<file path="src/rtl/instr_queue.sv">
module instr_queue #(
  parameter int W     = 32,
  parameter int DEPTH = 6,
  localparam int CW   = $clog2(DEPTH + 1)
) (
  input  logic          clk,
  input  logic          rst_n,
  input  logic          flush,
  input  logic [1:0]    in_cnt,
  input  logic [W-1:0]  in_data0,
  input  logic [W-1:0]  in_data1,
  output logic [1:0]    accept,
  output logic          out_valid,
  output logic [W-1:0]  out_data,
  input  logic          out_ready,
  output logic [CW-1:0] occupancy
);
  localparam int PW = (DEPTH > 1) ? $clog2(DEPTH) : 1;

  logic [W-1:0]  slot [DEPTH];
  logic [PW-1:0] head, tail;
  logic [CW-1:0] count;
  logic          pop;
  logic [CW:0]   room;
  logic [1:0]    take;

  function automatic logic [PW-1:0] step(input logic [PW-1:0] p);
    return (p == PW'(DEPTH - 1)) ? '0 : p + 1'b1;
  endfunction

  assign pop       = (count != '0) && out_ready;
  assign room      = (CW+1)'(DEPTH) - {1'b0, count} + {{CW{1'b0}}, pop};
  assign accept    = (room >= (CW+1)'(2)) ? 2'd2 : room[1:0];
  assign take      = (in_cnt > accept) ? accept : in_cnt;
  assign out_valid = (count != '0);
  assign out_data  = slot[head];
  assign occupancy = count;

  always_ff @(posedge clk) begin
    if (!rst_n || flush) begin
      head  <= '0;
      tail  <= '0;
      count <= '0;
    end else begin
      if (pop) head <= step(head);
      if (take == 2'd1) tail <= step(tail);
      else if (take == 2'd2) tail <= step(step(tail));
      count <= count + CW'(take) - CW'(pop);
    end
  end

  always_ff @(posedge clk) begin
    if (rst_n && !flush) begin
      if (take != 2'd0) slot[tail] <= in_data0;
      if (take == 2'd2) slot[step(tail)] <= in_data1;
    end
  end
endmodule


</file>
<file path="config.mk">
export PLATFORM = sky130hd
export DESIGN_NAME = instr_queue
export DESIGN_NICKNAME = d
export VERILOG_FILES = /design/src/rtl/instr_queue.sv
export SDC_FILE = /design/constraint.sdc
export NUM_CORES = 1
export LEC_CHECK = 0
export ABC_CLOCK_PERIOD_IN_PS = 6500
export BUFFER_PORTS_ARGS = -buffer_cell sky130_fd_sc_hd__buf_2
export CORE_ASPECT_RATIO = 0.9
export CORE_MARGIN = 4
export CORE_UTILIZATION = 50
export CTS_BUF_LIST = sky130_fd_sc_hd__clkbuf_8 sky130_fd_sc_hd__clkbuf_16
export DETAILED_ROUTE_END_ITERATION = 6
export PLACE_DENSITY = 0.7
export SYNTH_ARGS = -nofsm -noshare
export SYNTH_HDL_FRONTEND = slang
export SYNTH_SLANG_ARGS = --single-unit
</file>
<file path="constraint.sdc">
create_clock -name clk -period 6.5 [get_ports clk]
set_clock_uncertainty 0.1 [all_clocks]
set_input_delay 0.325 -clock clk [delete_from_list [all_inputs] [get_ports clk]]
set_output_delay 0.325 -clock clk [all_outputs]
set_load 0.05 [all_outputs]
</file>
After elaboration in Yosys (flattened, before gate mapping)
Memory sizes are Yosys's and may differ from the RTL's. A register that Yosys moved wholly into a read port is not among the register bits.
Index checks and enable logic that the tools add are counted.
- flip-flop bits (word level): 9
- bits of input ports: 70
- RAM bits: 192
- memory bits (read-only): 0
- output and inout port bits: 38
- word-level logic and storage cells: 41
- latch bits: 0
- memories: 1
- magnitude comparators: 2
- $add $sub $neg: 7
- equal/unequal tests: 5
- bitwise gates (word level): 0
- shift operators: 0
- reduce and logical (&&, ||, !) cells: 8
- divide/modulo/power cells: 0
- mux-type cells: 15
- multipliers: 0
- memory list (name ; depth ; width ; read ports ; clocked after Yosys merged registers in ; write ports ; RTL line ; text):
    slot ; 6 ; 32 ; 1 ; 1 ; 2 ; 20 ; logic [W-1:0] slot [DEPTH];
- operators by type and width (cell ; count):
    $mux 3 ; 7
    $add 3x1->3 const B ; 3
    $eq 3x3->1 const B ; 3
    $mux 1 ; 6
    $add 4x1->4 ; 1
    $ge 4x2->1 const B ; 1
    $mux 2 ; 2
    $reduce_bool 2->1 ; 2
    $sub 3x3->4 const A ; 1
    $add 3x2->3 ; 1
    $reduce_bool 3->1 ; 1
    $sub 3x1->3 ; 1
    $eq 2x1->1 const B ; 1
    $eq 2x2->1 const B ; 1
    $gt 2x2->1 ; 1
    $logic_and 1x1->1 ; 2
    $logic_not 1->1 ; 2
    $logic_or 1x1->1 ; 1

Longest topological paths before layout
Gate-level depths: netlist (run 1).
- depth in word-level cells: 11
- depth in mapped cells: 21
- mapped depth without buffers: 20

Least setup slack after synthesis (run 1)
Ideal clock, no wire load.
- path kind: register -> register
- from: register count[2], in the netlist occupancy[2]
- to: memory slot[1][0], enable pin
- required time: 5.930 ns
- path buffers: 1
- arrival: 7.331 ns
- path slack: -1.401 ns
- cell stages (with the launch flop): 18
- period minus slack after synthesis: 7.901 ns
- setup time: 0.470 ns
- cell sequence: dfxtp_1 -> or3_1 -> nand2_1 -> ha_1 -> ha_1 -> a21oi_1 -> mux2i_1 -> nand2b_1 -> nor2_1 -> ha_1 -> or3_1 -> o311a_1 -> or2_1 -> buf_2 -> inv_1 -> ha_1 -> nor2_1 -> a211oi_1
- RTL lines (what ; RTL line ; text):
    from (decl) ; 22 ; logic [CW-1:0] count;
    from (signal assigned) ; 48 ; count <= count + CW'(take) - CW'(pop);
    to (decl) ; 20 ;

==> qor.csv, run 1 <==
stage,metric,value,unit
sta,fin_ws,1220,ps
outcome,outcome,completed,
place,dp_cells,980,
synth,synth_edf_count,192,
worst_setup_path,crit_fanout,17,
global_route,grt_pass1_vias,6331,
clock_tree,htree_levels,1,
place,gp_congestion,0.804,
sta,worstMarginPinSlew,1110,ps
clock_tree,cts_tree,built,
routing,viasPerCell,5.90,
worst_setup_path,worstPathArrival,5430,ps
floorplan,fp.dieW,159,um
final_layout,final_cell_mix,"192 x edfxtp_1, 182 x mux2_2, 107 x buf_2",
power,vdd_drop_max,0.155,mV
sta,finalSetupViolCount,0,
synth,async_flop_share,0,%
sta,hold_ws,76.8,ps
global_route,gr-total-overflow,0,
sta,maxSlewHeadroom,25.9,%
clock_tree,cts-root-buf,clkbuf_16,
synth,synthCells,645,
floorplan,die_y,144,um
synth,synth_ff_type,edfxtp_1,
global_route,antenna_found_initial,4,
clock_tree,hold_buffers,0,
final_layout,antenna-diode-count,0,
routing,vias,6014,
synth,syn_area,0.0103,sq mm
worst_setup_path,cp.required,6650,ps
place,post-dp-hpwl,13700,um
power,leakagePower,4.07,nW
synth,synth.avg_cell_area,15.9,sq um
clock_tree,cts.sinks,204,
worst_setup_path,path_class,register to register,
synth,ys_seq_elements,204,
worst_setup_path,cp-startpoint,occupancy[2],
floorplan,ios,108,
routing,routedWlPerCell,22.4,um
global_route,grt_pass1_wl,35500,um
synth,yosysWarnings,0,
clock_tree,cts_resized,0,
floorplan,core_area,0.0201,sq mm
clock_tree,worstSkewPairLatency,490,ps
power,p_total,3.12,mW
floorplan,num_rows,49,
final_layout,utilization,58.9,%
sta,hold_viol,0,
synth,syn-num-nets,724,
floorplan,dieArea,0.0229,sq mm
clock_tree,cts_max_path_buffers,3,
clock_tree,cts_buffers,22,
floorplan,start_util,51.1,%
routing,drc,0,
final_layout,fin_area,0.0118,sq mm
routing,ant_nets,0,
worst_hold_path,holdPathStages,2,
worst_setup_path,rr_startpoint,occupancy[2],
power,p_per_area,264,mW/mm^2
final_layout,final_common_cell,edfxtp_1,
clock_tree,path_clk_slew,60,ps
worst_setup_path,cp-endpoint,slot[4][20],
synth,ys_seq_area_share,58.5,%
final_layout,drive_gt1_share,50.3,%
worst_setup_path,reg2reg_depth,18,
worst_setup_path,r2r-end,slot[4][20],
global_route,grt_usage,19.8,%
sta,finalSetupTns,0,ps
global_route,grt_max_degree,51,
place,port_buffers,107,
final_layout,area_delta_synth_final,15.4,%
flow_run,max_cap_viol_count,0,
worst_setup_path,cp-start-kind,register,
sta,grt_setup_unrepaired,no,
final_layout,fin_nets,828,
clock_tree,cts_setup_buffers,0,
routing,wl,22800,um
sta,fin_crit_sh,81.3,%
sta,fmax,189,MHz
worst_hold_path,hold_class,input port to register,
sta,fin_crit,5280,ps
routing,drt_iter0_drc,392,
worst_setup_path,r2r_slack,1220,ps
worst_setup_path,critPathCaptureType,register,
place,dpl_worst_slack,1250,ps
sta,finalMaxSlewViolations,0,
synth,ys_types,41,
place,dpl-instance-area,0.0111,sq mm
final_layout,finalNonFillerCells,1019,
routing,drtPass1Iterations,4,
==> cell families (layout without fill, tap and decap cells) <==
logic type | count (synthesis) | after routing | share of synthesized area [%]
xor+xnor | 5 | 5 | 0.500
buf+inv | 46 | 165 | 2.21
flops | 204 | 204 | 58.5
simple gates | 78 | 78 | 3.61
fa+ha+maj | 9 | 9 | 1.17
mux | 259 | 259 | 31.5
compound gates | 44 | 44 | 2.53
==> cell type report <==
class	count	area [sq um]
fill	1554	8260
sequential	204	6010
multi-input combinational	395	4110
timing repair buffer	119	651
clock buffer	23	576
tap	255	319
clock inverter	16	149
inverter	7	26.3
==> synth_stat cells, types with 2 or more instances <==
cell / instances / share of area, %
a211oi_1: 2 / 0.15
a21oi_1: 36 / 1.8
buf_1: 5 / 0.18
buf_2: 21 / 1.0
buf_4: 7 / 0.51
clkbuf_1: 5 / 0.18
dfxtp_1: 12 / 2.3
edfxtp_1: 192 / 56
ha_1: 8 / 0.97
inv_1: 7 / 0.26
mux2_1: 10 / 1.1
mux2_2: 182 / 20
mux2i_1: 35 / 3.4
mux4_2: 32 / 7.0
nand2_1: 11 / 0.40
nand2b_1: 4 / 0.24
nor2_1: 45 / 1.6
nor2b_1: 4 / 0.24
o22ai_1: 2 / 0.12
or3_1: 2 / 0.12
xnor2_1: 3 / 0.26
==> critical path, cell delays in order, from the launching register on <==
cell	delay [ps]
dfxtp_1	350
or3_1	430
nand2_1	200
ha_1	210
ha_1	180
a21oi_1	50
mux2i_1	290
nand2b_1	190
nor2_2	40
ha_1	270
or3_1	330
o311a_1	160
or2_1	300
inv_1	80
ha_1	210
nand3_2	190
nor2_4	620
buf_4	420
mux2_2	390
==> sequential cells by signal, summed over array words and instances, names as in the netlist, named ones only <==
name and cells:
occupancy 3, slot 192, head 3, tail 3
==> routing by layer <==
| metal | vias to the layer above | routed length, um | global-route usage (%) |
|---|---|---|---|
| met5 | - | 46 | 0 |
| met4 | 8 | 321 | 3.65 |
| met3 | 30 | 1260 | 3.96 |
| met2 | 165 | 11500 | 35.1 |
| met1 | 3070 | 9670 | 25.8 |
| li1 | 2741 | - | - |
==> power by group <==
| part | total, mW | leakage (nW) | internal, mW | switching (mW) |
|---|---|---|---|---|
| registers | 1.49 | 1.84 | 1.47 | 0.0194 |
| clock network | 1.25 | 0.368 | 0.757 | 0.496 |
| logic | 0.383 | 1.86 | 0.153 | 0.229 |
==> worst min-delay path by stage <==
stage / start / endpoint / slack, ps
final: in_data1[25] / slot[3][25] / 80
after floorplan: head[2] / register / 360
after global routing: in_data1[23] / slot[3][23] / 80
after detailed placement: head[2] / register / 390
after CTS: in_data1[25] / slot[3][25] / 50
after global placement: head[2] / register / 370
(Power assumes the default switching activity.)
==> run 2: changes to the inputs <==
Settings changed: ABC_CLOCK_PERIOD_IN_PS 6500 to 5200, PLACE_DENSITY 0.7 to 0.68.
Clock period 6.5 ns to 5.2 ns, I/O delays scaled along.
==> run 2 against run 1 <==
Against the previous run: non-clock buffer count is 9 higher; design area is 2.1% higher; critical path depth up 1; register-to-register slack lost 900 ps; sequential power up 25%; critical path type unchanged; critical endpoint is now slot[5][18]; largest power group unchanged.
==> qor.csv, run 2 (synthesized netlist as in run 1, its figures left out) <==
stage,metric,value,unit,change
power,p_total,4.05,mW,was 3.12 mW
global_route,grt_pass1_wl,36100,um,was 35500 um
worst_setup_path,cpMostUsedCell,ha_1,,unchanged
worst_setup_path,crit_fanout,23,,was 17
routing,ant_nets,0,,unchanged
power,p_comb_share,12.1,%,was 12.2%
floorplan,dieArea,0.0229,sq mm,unchanged
flow_run,max_cap_viol_count,0,,unchanged
sta,finalMaxSlewViolations,0,,unchanged
sta,fin_ws,316,ps,was 1220 ps
routing,vias,6040,,was 6014
routing,wl,23200,um,was 22800 um
final_layout,area_delta_synth_final,17.8,%,was 15.4%
power,vdd_drop_max,0.180,mV,was 0.155 mV
power,p_per_area,335,mW/mm^2,was 264 mW/mm^2
power,p_seq_share,46.0,%,was 47.7%
worst_setup_path,critPathCaptureType,register,,unchanged
worst_setup_path,critPathBufInv,2,,unchanged
final_layout,drive_gt1_share,51.9,%,was 50.3%
sta,grt_setup_unrepaired,no,,unchanged
routing,drt_iter0_drc,372,,was 392
final_layout,final_cell_mix,"192 x edfxtp_1, 182 x mux2_2, 107 x buf_2",,unchanged
clock_tree,cts_resized,0,,unchanged
sta,hold_viol,0,,unchanged
worst_hold_path,hold_class,input port to register,,unchanged
sta,finalSetupViolCount,0,,unchanged
place,dpl_worst_slack,330,ps,was 1250 ps
sta,worstMarginPinSlew,1050,ps,was 1110 ps
clock_tree,cts_tree,built,,unchanged
floorplan,die_y,144,um,unchanged
sta,hold_ws,24.7,ps,was 76.8 ps
worst_setup_path,crit_family,simple AND/OR/NAND/NOR gates,,unchanged
routing,drtPass1Iterations,4,,unchanged
sta,finalSetupTns,0,ps,unchanged
power,swShare,22.8,%,was 23.8%
worst_setup_path,cp-start-kind,register,,unchanged
sta,fin_crit,4880,ps,was 5280 ps
clock_tree,cts_max_path_buffers,3,,unchanged
final_layout,largest-register,slot,,unchanged
place,post-dp-hpwl,14000,um,was 13700 um
sta,fin_crit_sh,93.9,%,was 81.3%
global_route,grt_usage,20.2,%,was 19.8%
global_route,grt_pass1_vias,6557,,was 6331
worst_setup_path,cp.required,5340,ps,was 6650 ps
final_layout,antenna-diode-count,0,,unchanged
global_route,antenna_found_initial,4,,unchanged
sta,maxSlewHeadroom,29.7,%,was 25.9%
worst_setup_path,slowest_delay,410,ps,was 620 ps
power,internal_power,3.13,mW,was 2.38 mW
worst_setup_path,cp_slowest_cell,or3_4,,was nor2_4
clock_tree,htree_levels,1,,unchanged
clock_tree,hold_buffers,0,,unchanged
floorplan,ios,108,,unchanged
routing,drc,0,,unchanged
place,gp_congestion,0.825,,was 0.804
floorplan,start_util,51.1,%,unchanged
routing,viasPerCell,5.87,,was 5.90
worst_setup_path,worstPathCellList,"or3_4, nand2_4, ha_1, ha_1, a21oi_1, mux2i_1, nand2b_4, nor2_4, ha_1, or3_1, o22ai_1, nor3b_2, or2_1, inv_1, ha_1, and3_1, nand2_2, buf_12, mux2_2",,"was or3_1, nand2_1, ha_1, ha_1, a21oi_1, mux2i_1, nand2b_1, nor2_2, ha_1, or3_1, o311a_1, or2_1, inv_1, ha_1, nand3_2, nor2_4, buf_4, mux2_2"
global_route,gr-total-overflow,0,,unchanged
power,p_sw,0.924,mW,was 0.744 mW
power,clkPwrFrac,41.9,%,was 40.1%
outcome,outcome,completed,,unchanged
final_layout,final_common_cell,edfxtp_1,,unchanged
clock_tree,path_clk_slew,60,ps,about the same
clock_tree,cts_setup_buffers,0,,unchanged
final_layout,largest_reg_flops,192,,unchanged
global_route,grt_max_degree,39,,was 51
clock_tree,worstSkewPairLatency,500,ps,was 490 ps
clock_tree,cts.sinks,204,,unchanged
final_layout,fin_nets,837,,was 828
place,port_buffers,107,,unchanged
clock_tree,cts-root-buf,clkbuf_16,,unchanged
routing,routedWlPerCell,22.5,um,was 22.4 um
floorplan,fp.dieW,159,um,unchanged
worst_setup_path,worstPathArrival,5020,ps,was 5430 ps
clock_tree,cts_buffers,22,,unchanged
floorplan,num_rows,49,,unchanged
floorplan,core_area,0.0201,sq mm,unchanged
sta,fmax,205,MHz,was 189 MHz
worst_setup_path,path_class,register to register,,unchanged
power,leakagePower,4.19,nW,was 4.07 nW
[run 2: cell types whose count changed in the layout (fill, tap and decap cells not counted), moves of 2 or more]
cell       delta
buf_12        +5
buf_4         +4
bufinv_16     +2
clkbuf_8      +3
clkinv_1      -2
clkinv_2      -2
dfxtp_1       -3
dfxtp_4       +3
[run 2: path summary, 6_finish.rpt]
path                                   start     endpoint  slack [ps]  cells after the start
worst min-delay path            in_data1[28]  slot[3][28]          20                      2
worst min register to register       head[2]     register         400                      2
worst max-delay path            occupancy[2]  slot[5][18]         320                     19
worst max register to register  occupancy[2]  slot[5][18]         320                     19
[run 2: routing by layer]
| layer | up-vias | wire length (um) | track usage, % |
|---|---|---|---|
| li1 | 2755 | - | - |
| met1 | 3065 | 9420 | 25.4 |
| met2 | 175 | 12000 | 36.8 |
| met3 | 37 | 1300 | 3.93 |
| met4 | 8 | 381 | 4.25 |
| met5 | - | 48 | 0 |
[run 2: area by class of cell]
class / instances / area (sq um)
Multi-Input combinational cell: 395 / 4140
Clock inverter: 14 / 188
Inverter: 7 / 26.3
Clock buffer: 26 / 617
Fill cell: 1571 / 8010
Sequential cell: 204 / 6020
Timing Repair Buffer: 128 / 781
Tap cell: 255 / 319
[run 2: power by group through the flow]
stage                     clock network, mW  registers (mW)  logic [mW]
after floorplan                           0            1.90       0.350
after global placement                    0            1.90       0.478
after detailed placement                  0            1.90       0.492
after CTS                              1.73            1.86       0.495
after global routing                   1.80            1.87       0.529
final                                  1.70            1.86       0.491
[run 2: per-stage QoR]
step / util, % / cell area, sq um / std cells
6_report: 60.1 / 12100 / 1029
3_3_place_gp: 56.1 / 11300 / 989
3_5_place_dp: 56.1 / 11300 / 989
4_1_cts: 60.1 / 12100 / 1029
5_1_grt: 60.1 / 12100 / 1029
2_1_floorplan: - / 10300 / 645
